[src/rtl/stat_suspend_pkg.sv]
package stat_suspend_pkg;

    localparam int unsigned WORD_W  = 16;
    localparam int unsigned LEN_W   = 3;
    localparam logic [WORD_W-1:0] GROUP_BASE = 16'h6800;

    typedef struct packed {
        logic ie;
        logic byte_md;
    } flag_pair_t;

    // Counted instructions for a length code: code minus one, never below zero.
    function automatic logic [LEN_W-1:0] span_of(input logic [LEN_W-1:0] code);
        return (code > LEN_W'(1)) ? code - LEN_W'(1) : '0;
    endfunction

endpackage

[src/rtl/ssq_decode.sv]
module ssq_decode
    import stat_suspend_pkg::*;
#(
    parameter int unsigned W  = WORD_W,
    parameter int unsigned LW = LEN_W,
    parameter logic [W-1:0] BASE = GROUP_BASE
) (
    input  logic [W-1:0]  instr_word,
    input  logic          exec_stb,
    output logic          hit,
    output logic          arm,
    output logic [LW-1:0] span
);
    localparam int unsigned TAG_W = W - LW;

    logic [TAG_W-1:0] tag;
    logic [LW-1:0]    code;

    always_comb begin
        tag  = instr_word[W-1:LW];
        code = instr_word[LW-1:0];
        hit  = exec_stb && (tag == BASE[W-1:LW]);
        span = span_of(code);
        arm  = hit && (span != '0);
    end
endmodule

[src/rtl/ssq_window.sv]
module ssq_window
    import stat_suspend_pkg::*;
#(
    parameter int unsigned LW = LEN_W
) (
    input  logic          clk,
    input  logic          rst,
    input  logic          hit,
    input  logic          arm,
    input  logic [LW-1:0] span,
    input  logic          instr_done,
    output logic          inhibit_on,
    output logic          restore_stb
);
    logic [LW-1:0] left_q;
    logic          close_q;

    always_ff @(posedge clk) begin
        if (rst) begin
            left_q  <= '0;
            close_q <= 1'b0;
        end else begin
            close_q <= 1'b0;
            if (arm) begin
                left_q <= span;
            end else if (instr_done && !hit && left_q != '0) begin
                left_q <= left_q - LW'(1);
                if (left_q == LW'(1)) close_q <= 1'b1;
            end
        end
    end

    assign inhibit_on  = (left_q != '0);
    assign restore_stb = close_q;

    assert_arm_opens_R2: assert property (@(posedge clk) disable iff (rst)
        arm |=> inhibit_on);
    assert_no_count_on_group_R7: assert property (@(posedge clk) disable iff (rst)
        (hit && !arm) |=> $stable(left_q));
    assert_close_follows_R6: assert property (@(posedge clk) disable iff (rst)
        restore_stb |-> (!inhibit_on && $past(inhibit_on)));
    assert_idle_stays_R3: assert property (@(posedge clk) disable iff (rst)
        (!arm && !inhibit_on) |=> (!inhibit_on && !restore_stb));
    assert_reset_clear_R9: assert property (@(posedge clk)
        rst |=> (!inhibit_on && !restore_stb));
endmodule

[src/rtl/ssq_keep.sv]
module ssq_keep
    import stat_suspend_pkg::*;
(
    input  logic clk,
    input  logic rst,
    input  logic arm,
    input  logic inhibit_on,
    input  logic restore_stb,
    input  logic live_ie,
    input  logic live_byte,
    output logic eff_ie,
    output logic eff_byte,
    output logic restore_ie,
    output logic restore_byte
);
    flag_pair_t kept_q;
    flag_pair_t live;
    flag_pair_t shown;
    logic       capture;

    always_comb begin
        live.ie      = live_ie;
        live.byte_md = live_byte;
        capture      = arm && !inhibit_on;
        if (inhibit_on)       shown = '0;
        else if (restore_stb) shown = kept_q;
        else                  shown = live;
    end

    always_ff @(posedge clk) begin
        if (rst)          kept_q <= '0;
        else if (capture) kept_q <= live;
    end

    assign eff_ie       = shown.ie;
    assign eff_byte     = shown.byte_md;
    assign restore_ie   = kept_q.ie;
    assign restore_byte = kept_q.byte_md;

    assert_kept_on_reload_R8: assert property (@(posedge clk) disable iff (rst)
        (inhibit_on && arm) |=> $stable(kept_q));
    assert_kept_during_window_R6: assert property (@(posedge clk) disable iff (rst)
        (inhibit_on && !arm) |=> $stable(kept_q));
endmodule

[src/rtl/stat_suspend_seq.sv]
module stat_suspend_seq
    import stat_suspend_pkg::*;
#(
    parameter int unsigned W  = WORD_W,
    parameter int unsigned LW = LEN_W,
    parameter logic [W-1:0] BASE = GROUP_BASE
) (
    input  logic         clk,
    input  logic         rst,
    input  logic [W-1:0] instr_word,
    input  logic         exec_stb,
    input  logic         instr_done,
    input  logic         live_ie,
    input  logic         live_byte,
    output logic         eff_ie,
    output logic         eff_byte,
    output logic         inhibit_on,
    output logic         restore_stb,
    output logic         restore_ie,
    output logic         restore_byte
);
    logic          hit;
    logic          arm;
    logic [LW-1:0] span;

    ssq_decode #(.W(W), .LW(LW), .BASE(BASE)) u_decode (
        .instr_word (instr_word),
        .exec_stb   (exec_stb),
        .hit        (hit),
        .arm        (arm),
        .span       (span)
    );

    ssq_window #(.LW(LW)) u_window (
        .clk         (clk),
        .rst         (rst),
        .hit         (hit),
        .arm         (arm),
        .span        (span),
        .instr_done  (instr_done),
        .inhibit_on  (inhibit_on),
        .restore_stb (restore_stb)
    );

    ssq_keep u_keep (
        .clk          (clk),
        .rst          (rst),
        .arm          (arm),
        .inhibit_on   (inhibit_on),
        .restore_stb  (restore_stb),
        .live_ie      (live_ie),
        .live_byte    (live_byte),
        .eff_ie       (eff_ie),
        .eff_byte     (eff_byte),
        .restore_ie   (restore_ie),
        .restore_byte (restore_byte)
    );

    assert_forced_low_R4: assert property (@(posedge clk) disable iff (rst)
        inhibit_on |-> (!eff_ie && !eff_byte));
    assert_pass_through_R5: assert property (@(posedge clk) disable iff (rst)
        (!inhibit_on && !restore_stb) |-> (eff_ie == live_ie && eff_byte == live_byte));
endmodule

[config.mk]
export PLATFORM = sky130hd
export DESIGN_NAME = stat_suspend_seq
export DESIGN_NICKNAME = d
export VERILOG_FILES = /design/src/rtl/stat_suspend_pkg.sv /design/src/rtl/ssq_decode.sv /design/src/rtl/ssq_window.sv /design/src/rtl/ssq_keep.sv /design/src/rtl/stat_suspend_seq.sv
export SDC_FILE = /design/constraint.sdc
export NUM_CORES = 1
export LEC_CHECK = 0
export BUFFER_PORTS_ARGS = -buffer_cell sky130_fd_sc_hd__buf_2
export CAP_MARGIN = 10
export CORE_AREA = 2 2 39 41
export DETAILED_ROUTE_END_ITERATION = 8
export DIE_AREA = 0 0 41 43
export PLACE_DENSITY = 0.72
export REMOVE_ABC_BUFFERS = 1
export SETUP_SLACK_MARGIN = 0.5
export SLEW_MARGIN = 5
export SYNTH_ARGS = -nofsm -noshare
export SYNTH_HDL_FRONTEND = slang
export SYNTH_SLANG_ARGS = --single-unit
[constraint.sdc]
create_clock -name clk -period 3.18 [get_ports clk]
set_clock_uncertainty 0.05 [all_clocks]
set_input_delay 0.318 -clock clk [delete_from_list [all_inputs] [get_ports clk]]
set_output_delay 0.318 -clock clk [all_outputs]
set_load 0.03 [all_outputs]
==> impl_metrics.ini, run 1 <==
[status]
status = finished, final reports clean

[sta]
relSlewSlack_pct = 79.4
setup_violations = 0
slew_viol_final = 0
fin_crit_sh_pct = 53.5
max_freq_ghz = 0.588
worstMarginPinSlew_ns = 0.301
hold_viol_final = 0
whs_ns = 0.288
min_period_ns = 1.70
rsz0062_at_grt = no
fin_tns_setup_ns = 0

[synthesis]
netlist_instances = 61
syn_area_sq_um = 534
synth_top_area_share_pct = 22.5
synth-seq-cells = 6
synthTopCellsByArea = dfxtp_1 (22%), ha_1 (12%), mux2i_1 (7.5%)
synth_edf_count = 0
yosysWarnings = 0
syn_avg_cell_area_sq_um = 8.76
seq_area_frac_synth_pct = 22.5
yosysTopAreaCell = dfxtp_1
ys_types = 29
synth-main-ff-cell = dfxtp_1
async_flop_share_pct = 0

[cts]
cts.clk_slew.worst_paths_ns = 0.04
cts_buffers = 3
clock_latency_ns = 0.24
numClockSinks = 6
cts_hold_buf = 0
cts_root_buffer = clkbuf_4
h-tree-depth = 1
cts_tree = yes
cts_resized = 0
post-cts-setup-buffers = 0
ctsLongestPathBuffers = 2

[global_routing]
grt_usage_pct = 17.4
grt_start_max_net_pins = 9
antenna_found_initial = 0
grt_pass1_vias = 560
grt_overflow = 0
grt_pass1_wl_um = 2080

[cells_and_area]
final_cell_mix = buf_2 (27), nor2_1 (7), inv_1 (6), dfxtp_1 (6), ha_1 (5)
layout_commonest_cell = buf_2
drive_above_1_share_pct = 42.2
diodes = 0
syn_to_final_growth_pct = 32.6
fin_area_sq_um = 708
final_nets = 119

[power_and_ir_drop]
seqPwrFrac_pct = 32.0
swShare_pct = 38.4
p_int_w = 0.000169
clockPowerShare_pct = 25.4
leakage_nw = 0.349
p_switching_w = 0.000105
peakVddDrop_mv = 0.217
pwr-share-comb_pct = 42.6
power_density_mw_per_mm2 = 388

[floorplanning]
rows = 14
pin_count = 28
core_region_area_sq_mm = 0.00138
die_y_um = 43
start_util_pct = 38.6
dieArea_sq_mm = 0.00176
die_x_um = 41

[critical_path]
worstPathRequired_ns = 3.26
critPathKind = register to register
slowest_delay_ns = 0.59
critical_path.top_delay_family = simple AND/OR/NAND/NOR gates
start_kind = register
cp_max_fo = 6
slowest_stage = or4b_4
crit_chain = inv_1, ha_1, nand2b_1, or4b_4, mux2i_1, nor2_1
worstSetupEndpointType = register
crit_buf_inv = 1
cp.arrival_ns = 1.78

[placement]
gp_congestion = 0.858
portBuffers = 27
dp_hpwl_um = 1060
dpl_cell_area_sq_um = 686

[run]
drv_cap = 0

[detailed_routing]
wire_per_inst_um = 11.8
via_count = 568
dr.pass1.iters = 4
drtAntennaViolNets = 0
via_per_inst = 5.36
totalWireLength_um = 1260
drt_first_iter_violations = 20
drcViolationCount = 0

[hold_path]
hp-class = primary input to register
## power groups by stage
stage	Clock, W	Combinational [W]	Sequential [W]
final	0.0000697	0.000117	0.0000879
after global routing	0.0000802	0.000131	0.0000884
after CTS	0.0000723	0.000118	0.0000876
after detailed placement	0	0.000117	0.0000889
after global placement	0	0.000116	0.0000888
after floorplan	0	0.0000756	0.0000889
## cell usage after synthesis, types with 2 or more instances
cell type and count:
and4b_1 2, inv_1 6, a21oi_1 4, nor2b_1 2
dfxtp_1 6, or3_1 2, nand3_1 3, ha_1 5
nor4b_1 2, mux2i_1 4, nor2_1 7
## state kept, by name, indices dropped and copies added, names as in the netlist
name                  flops
u_window.left_q           3
u_keep.restore_byte       1
u_window.restore_stb      1
u_keep.restore_ie         1
## logic make-up (layout without fill, tap and decap cells)
group | count (synthesis) | in the layout | share of synthesized area [%]
flops | 6 | 6 | 22.5
buf+inv | 7 | 36 | 4.92
simple gates | 29 | 29 | 39.8
compound gates | 9 | 9 | 11.9
mux | 4 | 4 | 7.49
fa+ha+maj | 5 | 5 | 11.7
xor+xnor | 1 | 1 | 1.64
## metrics by stage
stage                     instances  power, W  utilization [%]  setup WS (ns)
after floorplan                  60  0.000165                -           1.42
after global placement          103  0.000205             49.5           1.34
after detailed placement        103  0.000205             49.5           1.27
after CTS                       106  0.000278             51.2           1.46
after global routing            106  0.000300             51.2           1.35
final                           106  0.000275             51.2           1.48
## layer usage
metal / routed length (um) / global-route usage [%]
met5: 0 / 0
met4: 15 / 6.00
met3: 108 / 6.28
met2: 661 / 31.9
met1: 470 / 16.1
## layout make-up
type,instances,area (sq um)
fill,139,676
multi-input combinational,48,388
timing repair buffer,27,135
sequential,6,120
clock buffer,3,22.5
inverter,6,22.5
tap,16,20.0
## worst min-delay path: cells and delay by family
family | cells | cell delay, ns
muxes | 1 | 0.06
and+or+nand+nor | 1 | 0.07
buffers and inverters | 1 | 0.09
## final timing paths
check	startpoint	to	slack, ns	cells past startpoint
setup / recovery	u_window.left_q[0]	u_keep.restore_byte	1.48	6
hold / removal	live_ie	u_keep.restore_ie	0.29	3
setup reg to reg	u_window.left_q[0]	u_keep.restore_byte	1.48	6
hold reg to reg	u_window.left_q[2]	u_window.restore_stb	0.44	1
Power figures use the tool's default switching activity.
==> run 2: changes to the inputs <==
CORE_AREA = default   (was 2 2 39 41)
CORE_MARGIN = 2   (was default)
CORE_UTILIZATION = 38   (was default)
DIE_AREA = default   (was 0 0 41 43)
clock period = 1.5 ns   (was 3.18 ns; I/O delays follow)
==> impl_metrics.ini, run 2 (same netlist as run 1, synthesis figures left out) <==
[hold_path]
hp-class = primary input to register
whs_path_depth = 3

[cells_and_area]
drive_above_1_share_pct = 66.7
syn_to_final_growth_pct = 85.2
layout_commonest_cell = buf_2
largest_reg_flops = 3
final_nets = 137
fin_area_sq_um = 990
diodes = 0
fin_util_pct = 76.1
regMostFlops = u_window.left_q
final_cell_mix = buf_2 (21), buf_4 (18), buf_6 (6)

[sta]
max_freq_ghz = 0.657
rsz0062_at_grt = yes
fin_ws_ns = -0.0216
min_period_ns = 1.52
hold_viol_final = 0
relSlewSlack_pct = 80.0
fin_tns_setup_ns = -0.0339
fin_crit_sh_pct = 101
slew_viol_final = 0
setup_violations = 2
worstMarginPinSlew_ns = 0.299

[placement]
dpl_cell_area_sq_um = 782
gp_congestion = 0.834
dp_hpwl_um = 1140
portBuffers = 27
place_ws_ns = -0.163

[critical_path]
cp.arrival_ns = 1.62
start_kind = register
cp_max_fo = 3
worstPathRequired_ns = 1.60
reg2reg_depth = 6
worstSetupEndpointType = register
critPathKind = register to register

[detailed_routing]
drcViolationCount = 0
via_count = 683
dr.pass1.iters = 6
drtAntennaViolNets = 0
totalWireLength_um = 1740
drt_first_iter_violations = 8
via_per_inst = 5.55
wire_per_inst_um = 14.2

[floorplanning]
core_region_area_sq_mm = 0.00130
pin_count = 28
start_util_pct = 41.1
dieArea_sq_mm = 0.00172
die_y_um = 41.5
die_x_um = 41.5
rows = 13

[cts]
cts_tree = yes
cts_root_buffer = clkbuf_4
numClockSinks = 6
cts_hold_buf = 0
cts_buffers = 3
cts.clk_slew.worst_paths_ns = 0.05
clock_latency_ns = 0.26
ctsLongestPathBuffers = 2
h-tree-depth = 1

[global_routing]
grt_pass1_wl_um = 2770
grt_overflow = 0
grt_pass1_vias = 659
grt_start_max_net_pins = 9
grt_usage_pct = 21.0
antenna_found_initial = 0

[power_and_ir_drop]
peakVddDrop_mv = 0.464
leakage_nw = 0.464
power_density_mw_per_mm2 = 880
total_power_w = 0.000871

[status]
violations = setup timing
status = complete, but fails checks

[run]
drv_cap = 0
[run 2: critical path, stage by stage, from the launching register on]
cell and delay (ns):
dfxtp_2 0.32, inv_2 0.07, ha_4 0.14, nand2b_4 0.06, or4b_4 0.53, mux2i_1 0.17
nor2_1 0.05
[run 2: final cells by class]
cell class | instances | area (sq um)
inverter | 6 | 22.5
clock buffer | 3 | 22.5
sequential | 6 | 124
multi-input combinational | 48 | 494
tap | 15 | 18.8
timing repair buffer | 45 | 308
fill | 93 | 312
[run 2: worst paths after layout]
| check | slack (ns) | endpoint | startpoint |
|---|---|---|---|
| worst min register to register | 0.46 | u_window.left_q[1] | u_window.left_q[1] |
| worst min-delay path | 0.09 | u_keep.restore_ie | live_ie |
| worst max register to register | -0.02 | u_keep.restore_byte | u_window.left_q[1] |
| worst max-delay path | -0.02 | u_keep.restore_byte | u_window.left_q[1] |
[run 2: what timing repair did]
action,in CTS,in global routing
pin swaps,8,4
setup endpoints to repair,11,12
resized for setup,22,17
buffers inserted,3,2
[run 2: power by group]
group | switching, W | internal, W
clock | 0.0000773 | 0.0000918
combinational | 0.000252 | 0.000262
sequential | 0.0000116 | 0.000176
total | 0.000341 | 0.000530
[run 2: per-layer routing]
layer / vias up / global-route usage [%] / share of wire, %
li1: 329 / - / -
met1: 313 / 21.4 / 37
met2: 32 / 39.7 / 53
met3: 9 / 3.91 / 6.1
met4: 0 / 11.0 / 3.2
met5: - / 0 / 0
[run 2: through the flow]
stage | hold slack [ns] | cells
global placement | 0.349 | 115
global route | 0.0938 | 123
floorplan | 0.169 | 60
finish | 0.0949 | 123
detailed placement | 0.359 | 115
CTS | 0.105 | 121
